File: src/rtl/callreg_file.sv
module callreg_file #(
  parameter int XLEN = 64,
  parameter int HALFW = 32,
  parameter int NREG = 11,
  parameter int NARG = 5,
  parameter logic [63:0] FP_VALUE = 64'h0000_0000_0000_F000
) (
  input  logic            clk,
  input  logic            rst_n,
  input  logic            start,
  input  logic [XLEN-1:0] ctx_in,
  input  logic            rd_a_en,
  input  logic [3:0]      rd_a_idx,
  output logic [XLEN-1:0] rd_a_data,
  input  logic            rd_b_en,
  input  logic [3:0]      rd_b_idx,
  output logic [XLEN-1:0] rd_b_data,
  input  logic            wr_en,
  input  logic            wr_half,
  input  logic [3:0]      wr_idx,
  input  logic [XLEN-1:0] wr_data,
  input  logic            call_done,
  input  logic [XLEN-1:0] call_ret,
  output logic            illegal_read,
  output logic            illegal_write
);
  localparam logic [3:0] FP_I = 4'(NREG - 1);
  localparam logic [3:0] ARG_I = 4'(NARG);
  localparam logic [3:0] CTX_I = 4'd1;
  localparam logic [NREG-1:0] VLD_RST = (NREG'(1) << 1) | (NREG'(1) << (NREG - 1));

  logic [XLEN-1:0] regs [NREG];
  logic [NREG-1:0] vld;

  logic a_ok, b_ok, wr_take;
  logic [XLEN-1:0] wr_val;

  assign a_ok = (rd_a_idx <= FP_I) && vld[rd_a_idx];
  assign b_ok = (rd_b_idx <= FP_I) && vld[rd_b_idx];
  assign rd_a_data = (rd_a_en && a_ok) ? regs[rd_a_idx] : '0;
  assign rd_b_data = (rd_b_en && b_ok) ? regs[rd_b_idx] : '0;
  assign illegal_read = (rd_a_en && !a_ok) || (rd_b_en && !b_ok);
  assign illegal_write = wr_en && (wr_idx >= FP_I);

  assign wr_val = wr_half ? {{(XLEN-HALFW){1'b0}}, wr_data[HALFW-1:0]} : wr_data;
  assign wr_take = wr_en && (wr_idx < FP_I)
                 && !(call_done && (wr_idx <= ARG_I))
                 && !(start && (wr_idx == CTX_I));

  always_ff @(posedge clk or negedge rst_n) begin
    if (!rst_n) begin
      for (int i = 0; i < NREG; i++) regs[i] <= '0;
      regs[NREG-1] <= FP_VALUE[XLEN-1:0];
      vld <= VLD_RST;
    end else begin
      if (wr_take) begin
        regs[wr_idx] <= wr_val;
        vld[wr_idx] <= 1'b1;
      end
      if (call_done) begin
        regs[0] <= call_ret;
        vld[0] <= 1'b1;
        for (int i = 1; i <= NARG; i++) vld[i] <= 1'b0;
      end
      if (start) begin
        regs[1] <= ctx_in;
        vld[1] <= 1'b1;
      end
    end
  end

  p_fp_read_r4: assert property (@(posedge clk) disable iff (!rst_n)
    (rd_a_en && rd_a_idx == FP_I) |-> (rd_a_data == FP_VALUE[XLEN-1:0] && !illegal_read));

  p_bad_idx_r5: assert property (@(posedge clk) disable iff (!rst_n)
    (rd_b_en && rd_b_idx > FP_I) |-> (illegal_read && rd_b_data == '0));

  p_half_zero_r3: assert property (@(posedge clk) disable iff (!rst_n)
    (wr_en && wr_half && wr_idx > ARG_I && wr_idx < FP_I)
    |=> (regs[$past(wr_idx)][XLEN-1:HALFW] == '0));

  p_call_ret_r6: assert property (@(posedge clk) disable iff (!rst_n)
    call_done |=> (regs[0] == $past(call_ret) && vld[0]));

  p_call_kill_r6: assert property (@(posedge clk) disable iff (!rst_n)
    (call_done && !start) |=> (vld[NARG:1] == '0));

  p_keep_r7: assert property (@(posedge clk) disable iff (!rst_n)
    (call_done && !wr_en) |=> ({regs[6], regs[7], regs[8], regs[9]}
                              == $past({regs[6], regs[7], regs[8], regs[9]})));

  p_start_r9: assert property (@(posedge clk) disable iff (!rst_n)
    start |=> (regs[1] == $past(ctx_in) && vld[1]));
endmodule

File: config.mk
export PLATFORM = sky130hd
export DESIGN_NAME = callreg_file
export DESIGN_NICKNAME = d
export VERILOG_FILES = /design/src/rtl/callreg_file.sv
export SDC_FILE = /design/constraint.sdc
export NUM_CORES = 1
export LEC_CHECK = 0
export ABC_CLOCK_PERIOD_IN_PS = 3100
export BUFFER_PORTS_ARGS = -buffer_cell sky130_fd_sc_hd__buf_2
export CORE_MARGIN = 4
export CORE_UTILIZATION = 50
export DETAILED_ROUTE_END_ITERATION = 7
export GPL_TIMING_DRIVEN = 0
export MAX_ROUTING_LAYER = met4
export PLACE_DENSITY_LB_ADDON = 0.25
export SYNTH_ARGS = -nofsm -noshare
export SYNTH_HDL_FRONTEND = slang
export SYNTH_SLANG_ARGS = --single-unit
File: constraint.sdc
create_clock -name clk -period 3.1 [get_ports clk]
set_clock_uncertainty 0.15 [all_clocks]
set_input_delay 0.62 -clock clk [delete_from_list [all_inputs] [get_ports clk]]
set_output_delay 0.62 -clock clk [all_outputs]
set_load 0.02 [all_outputs]
**After elaboration in Yosys (flattened, before gate mapping)**

Cells that the tools add are included.

- Order comparisons: 13
- Equal/unequal tests: 1
- Mux-type cells: 24
- Bitwise operators: 4
- Reductions and logical operators: 22

Operators with widths:

| operator | number |
|---|---|
| $bwmux W704 | 1 |
| $mux W704 | 1 |
| $mux W64 | 10 |
| $bmux W64 S4 | 2 |
| $demux W64 S4 | 1 |
| $ge A5 B5 Y1 const B | 3 |
| $lt A4 B5 Y1 const B | 3 |
| $not A4 Y5 | 3 |
| $logic_and A1 B1 Y1 | 14 |
| $mux W6 | 2 |
| $or A11 B11 Y11 | 1 |
| $bmux W1 S4 | 2 |
| $le A4 B4 Y1 const B | 2 |
| $lt A5 B1 Y1 const B | 1 |
| $demux W1 S4 | 1 |
| $eq A4 B1 Y1 const B | 1 |
| $ge A4 B1 Y1 const B | 1 |
| $ge A4 B4 Y1 const B | 1 |
| $le A4 B3 Y1 const B | 1 |
| $logic_not A1 Y1 | 4 |
| $lt A4 B4 Y1 const B | 1 |
| $mux W1 | 4 |
| $reduce_bool A2 Y1 | 2 |
| $reduce_bool A3 Y1 | 1 |
| $logic_or A1 B1 Y1 | 1 |

- Bits in registers: 715

**Logic depth before layout (Yosys ltp)**

- Depth in word-level cells: 8
- Mapped depth: 8
- Gate-level depth less buffers: 4

**Worst setup path after synthesis**

Ideal clock, no wire load.

- Path type: input to output
- Start: input port rd_a_idx[0]
- End: output port rd_a_data[10]
- Data arrival time: 2.184 ns
- Slack: 0.146 ns
- Cell stages on the path: 8
- Path buffers: 4
- Cell sequence: buf_2 buf_4 nor2b_1 buf_2 buf_1 o2bb2ai_1 a21oi_1 a21oi_1

- Word-level cells in the longest chain between the ends: 5

RTL lines:

| element | RTL line | text |
|---|---|---|
| from (decl) | 13 | `input logic [3:0] rd_a_idx,` |
| $not A4 Y5 (not written as such) / $bmux W1 S4 (equally long branches) | 40, 38 |  |
| $bmux W64 S4 / $mux W1 (equally long branches) | 40, 38 |  |
| $mux W64 (not written as such) / $logic_and A1 B1 Y1 (equally long branches) | 40, 38 |  |
| $mux W64 (not written as such) / $logic_and A1 B1 Y1 (equally long branches) | 40 | `assign rd_a_data = (rd_a_en && a_ok) ? regs[rd_a_idx] : '0;` |
| $mux W64 * | 40 |  |
| to (decl) | 14 | `output logic [XLEN-1:0] rd_a_data,` |

Mark *: on every way between the ends. The rest lies on a longest branch, timed or not. The select of a mux whose other input is x is not followed.

**Worst setup path after layout**

- Start: register vld[1]
- End: output port rd_b_data[31]

- Word-level cells in the longest chain between the ends: 5

RTL lines:

| element | RTL line | text |
|---|---|---|
| from (decl) | 33 | `logic [NREG-1:0] vld;` |
| from (signal assigned) | 54 | `vld <= VLD_RST;` |
| from (signal, indexed assignment) | 58 | `vld[wr_idx] <= 1'b1;` |
| from (signal assigned) | 67 | `vld[1] <= 1'b1;` |
| $bmux W1 S4 | 39 | `assign b_ok = (rd_b_idx <= FP_I) && vld[rd_b_idx];` |
| $mux W1 (not written as such) | 39 |  |
| $logic_and A1 B1 Y1 | 39 |  |
| $logic_and A1 B1 Y1 | 41 | `assign rd_b_data = (rd_b_en && b_ok) ? regs[rd_b_idx] : '0;` |
| $mux W64 | 41 |  |
| to (decl) | 17 | `output logic [XLEN-1:0] rd_b_data,` |

No other way between the ends. The select of a mux whose other input is x is not followed.

==> results.md <==
- Critical path data arrival time: about 2.5 ns
- First-pass GRT wire length: around 210,000 µm
- Area occupied by registers: 17,900 µm²
- Static leakage power: between 20 and 25 nW
- Routed via count divided by cell count: roughly 6.5
- Nature of the critical path endpoint: output pin
- Data required time of the worst path: approximately 2.3 ns
- Post-route DRC: 0
- Crit path launch type: register
- Smallest setup slack after layout: -0.205 ns
- Overall via count from detail_route: between 30,000 and 40,000
- Count of final setup violators: ~130
- Wire length after detailed routing: approximately 140,000 µm
- Total track usage: between 30% and 40%
- Cells after Synth: 3,306
- Worst-path clk slew: 0.06 ns
- Total of buffers placed on input and output ports: around 300
- Final antenna-violating net count: 0
- Maximum clock path buffer count: 3
- Failing checks: capacitance limit, slew limit, setup timing
- Layout overhead on the synthesized area: 23.9%
- DR pass1 iterations: 6
- VDD IR max: about 0.39 mV
- Number of top-level design ports: 342
- Residual overflow from global routing: 0
- Starting utilization of the core area: between 50 and 60%
- Synth cell types: between 40 and 50
- Overall die area: slightly above 80,000 µm²
- Proportion of layout cells with a drive suffix above 1: 35.1%
- Final HPWL from detailed placement: approximately 97,000 µm
- Vias in the first global route: between 30,000 and 40,000
- Number of antenna violations at the first check in global routing: 8
- Syn Std Cell Area: slightly below 40,000 µm²
- Power Dens Cells: 564 nW/µm²
- Slew of the pin with the lowest slew margin: around 1.5 ns
- HP Class: primary input to register
- Sequential element share of the synthesized area: ~46%
- Slew Viols, Final: 11
- Number of storage elements in the synthesis netlist: between 700 and 800
- Post-detailed-route wirelength per cell: approximately 29 µm
- Area occupied by multi-input gates: about 20,000 µm²
- Clock latency reported for the late side of the worst-skew pair: between 0.6 and 0.7 ns
- Horiz. Die Dim: 286 µm
- Unrepaired setup endpoints after global routing: true
- Total clock buffers created by CTS: between 80 and 90
- Number of fill cells: about 6,000
- Net count of the finished layout: ~3,900
- Starting DRT DRC Count: a little under 4,000
- Root cell of the clock tree: clkbuf_16
- DIE HEIGHT: 286 µm
- Final min period: around 3.3 ns
- Slew headroom: -0.592%
- CTS H-Tree Depth: 3
- Placement row count: 101
- Max-Cap Viols: 1
- Largest fanout on the critical path: 10
- Clock tree from TritonCTS: done
- Synth warnings: 0
- Final hold violation count: 0
- Maximum achievable frequency: between 300 and 400 MHz
- TritonCTS Sinks: between 700 and 800
- Placeable Area: around 76,000 µm²
- Average cell area after synthesis: around 12 µm²
- Syn nets: between 3,000 and 4,000
- Post-Route Utilization: a little over three fifths
- Worst slack at placement: -1.56 ns
- Largest net degree at the start of global routing: 119
- Kind of critical path: register to output pin
- Worst-case hold slack: 0.0250 ns
- Part of the cycle the worst path needs: 107%
- Result of the run: finished with violations
- GPL Wtd Cong: around 0.95
## synthesized netlist by cell type (all sizes together)
library cell	number	share of area, %
o21bai	1	0.019
or3b	2	0.045
nor2b	42	0.68
nand3b	3	0.058
a2bb2oi	64	1.5
nor3	1	0.013
and2	3	0.049
o21ai	321	4.2
mux2i	202	5.2
or3	5	0.094
clkbuf	282	2.7
nor3b	1	0.019
mux2	256	7.8
buf	119	1.8
dfstp	6	0.41
mux4	256	15
inv	68	0.66
and3	1	0.016
a221oi	4	0.11
a22o	63	1.4
nor2	73	0.71
a222oi	64	1.7
a22oi	2	0.039
nand2b	38	0.62
dfrtp	709	46
a211o	64	1.5
o2bb2ai	65	1.5
o211a	1	0.026
nand2	390	3.8
nand3	2	0.026
a21oi	195	2.5
a32oi	2	0.065
a31o	1	0.023
## registers in the layout, indices dropped and copies added, names as in the netlist
| signal | cells |
|---|---|
| vld | 11 |
| regs | 704 |
## worst max-delay path, cell delays in order, from the launching register on
cell and delay (ns):
dfstp_2 0.55, mux2i_2 0.07, a221oi_2 0.38, a32oi_4 0.17, buf_12 0.22, buf_12 0.17, a21oi_4 0.18, buf_6 0.15
## power breakdown
group / leakage, nW / switching (mW) / internal, mW
Clock: 1.33 / 4.12 / 5.80
Sequential: 9.19 / 1.04 / 10.7
Combinational: 9.87 / 2.62 / 2.72
## layout make-up
cell class,count,share of cell area (%)
tap,1030,2.69
antenna,8,0.0418
timing repair buffer,334,6.06
multi-input combinational,2122,42.5
sequential,715,37.4
inverter,68,0.533
buffer,397,5.10
clock inverter,22,0.591
clock buffer,126,5.05
## final timing paths
path	slack, ns	start	to	depth (start not counted)
worst max-delay path	-0.21	vld[1]$_DFFE_PN1P_	rd_b_data[31]	7
min in group asynchronous	0.38	rst_n	regs[699]$_DFFE_PN0P_	2
max in group asynchronous	0.41	rst_n	regs[474]$_DFFE_PN0P_	5
worst min-delay path	0.03	ctx_in[39]	regs[615]$_DFFE_PN0P_	3
worst max register to register	2.01	regs[667]$_DFFE_PN0P_	regs[667]$_DFFE_PN0P_	2
worst min register to register	0.31	regs[14]$_DFFE_PN1P_	regs[14]$_DFFE_PN1P_	1
## stage by stage
stage               instances  setup TNS (ns)  power [mW]  area (µm²)
finish                   4822          -17.59        27.0       47900
global route             4821          -18.62        27.9       47900
CTS                      4808          -13.56        26.8       47300
detailed placement       4645         -271.88        16.6       41600
global placement         4637               -        16.3       41400
floorplan                3306               0        14.9       38600
## cells in the final DEF, fill, tap and decap left out, drive strengths merged, types with 4 or more instances in the layout
master | netlist | layout
buf | 119 | 445
clkinv | 0 | 13
nor2 | 73 | 73
diode | 0 | 8
nand2b | 38 | 38
bufinv | 0 | 5
clkbuf | 282 | 410
mux2i | 202 | 202
a21oi | 195 | 195
mux4 | 256 | 256
a211o | 64 | 64
a221oi | 4 | 4
nor2b | 42 | 42
a22o | 63 | 63
o21ai | 321 | 321
mux2 | 256 | 256
nand2 | 390 | 390
o2bb2ai | 65 | 65
dfrtp | 709 | 709
or3 | 5 | 5
a2bb2oi | 64 | 64
inv | 68 | 71
dfstp | 6 | 6
a222oi | 64 | 64
## kinds of logic (layout without fill, tap and decap cells)
group / Yosys count / after routing / synth area share (%)
simple gates: 561 / 561 / 6.12
flops: 715 / 715 / 46.3
mux: 714 / 714 / 27.9
compound gates: 847 / 847 / 14.4
buf+inv: 469 / 947 / 5.19
other cells: 0 / 8 / 0
## routing by layer
metal,vias up,global-route usage [%],wire length (µm)
li1,13100,-,-
met1,16200,46.2,54800
met2,1772,51.1,64000
met3,367,8.29,14600
met4,0,15.6,6720
met5,-,-,0
## repair_timing
action | in CTS | in global routing
hold endpoints to repair | 96 | 0
setup buffers | 15 | 4
cloned | 2 | 3
hold buffers | 1 | 0
pin swaps | 10 | 5
endpoints found under the setup margin | 161 | 234
resized for setup | 710 | 126
No activity file was read; power rests on OpenSTA's default activity.
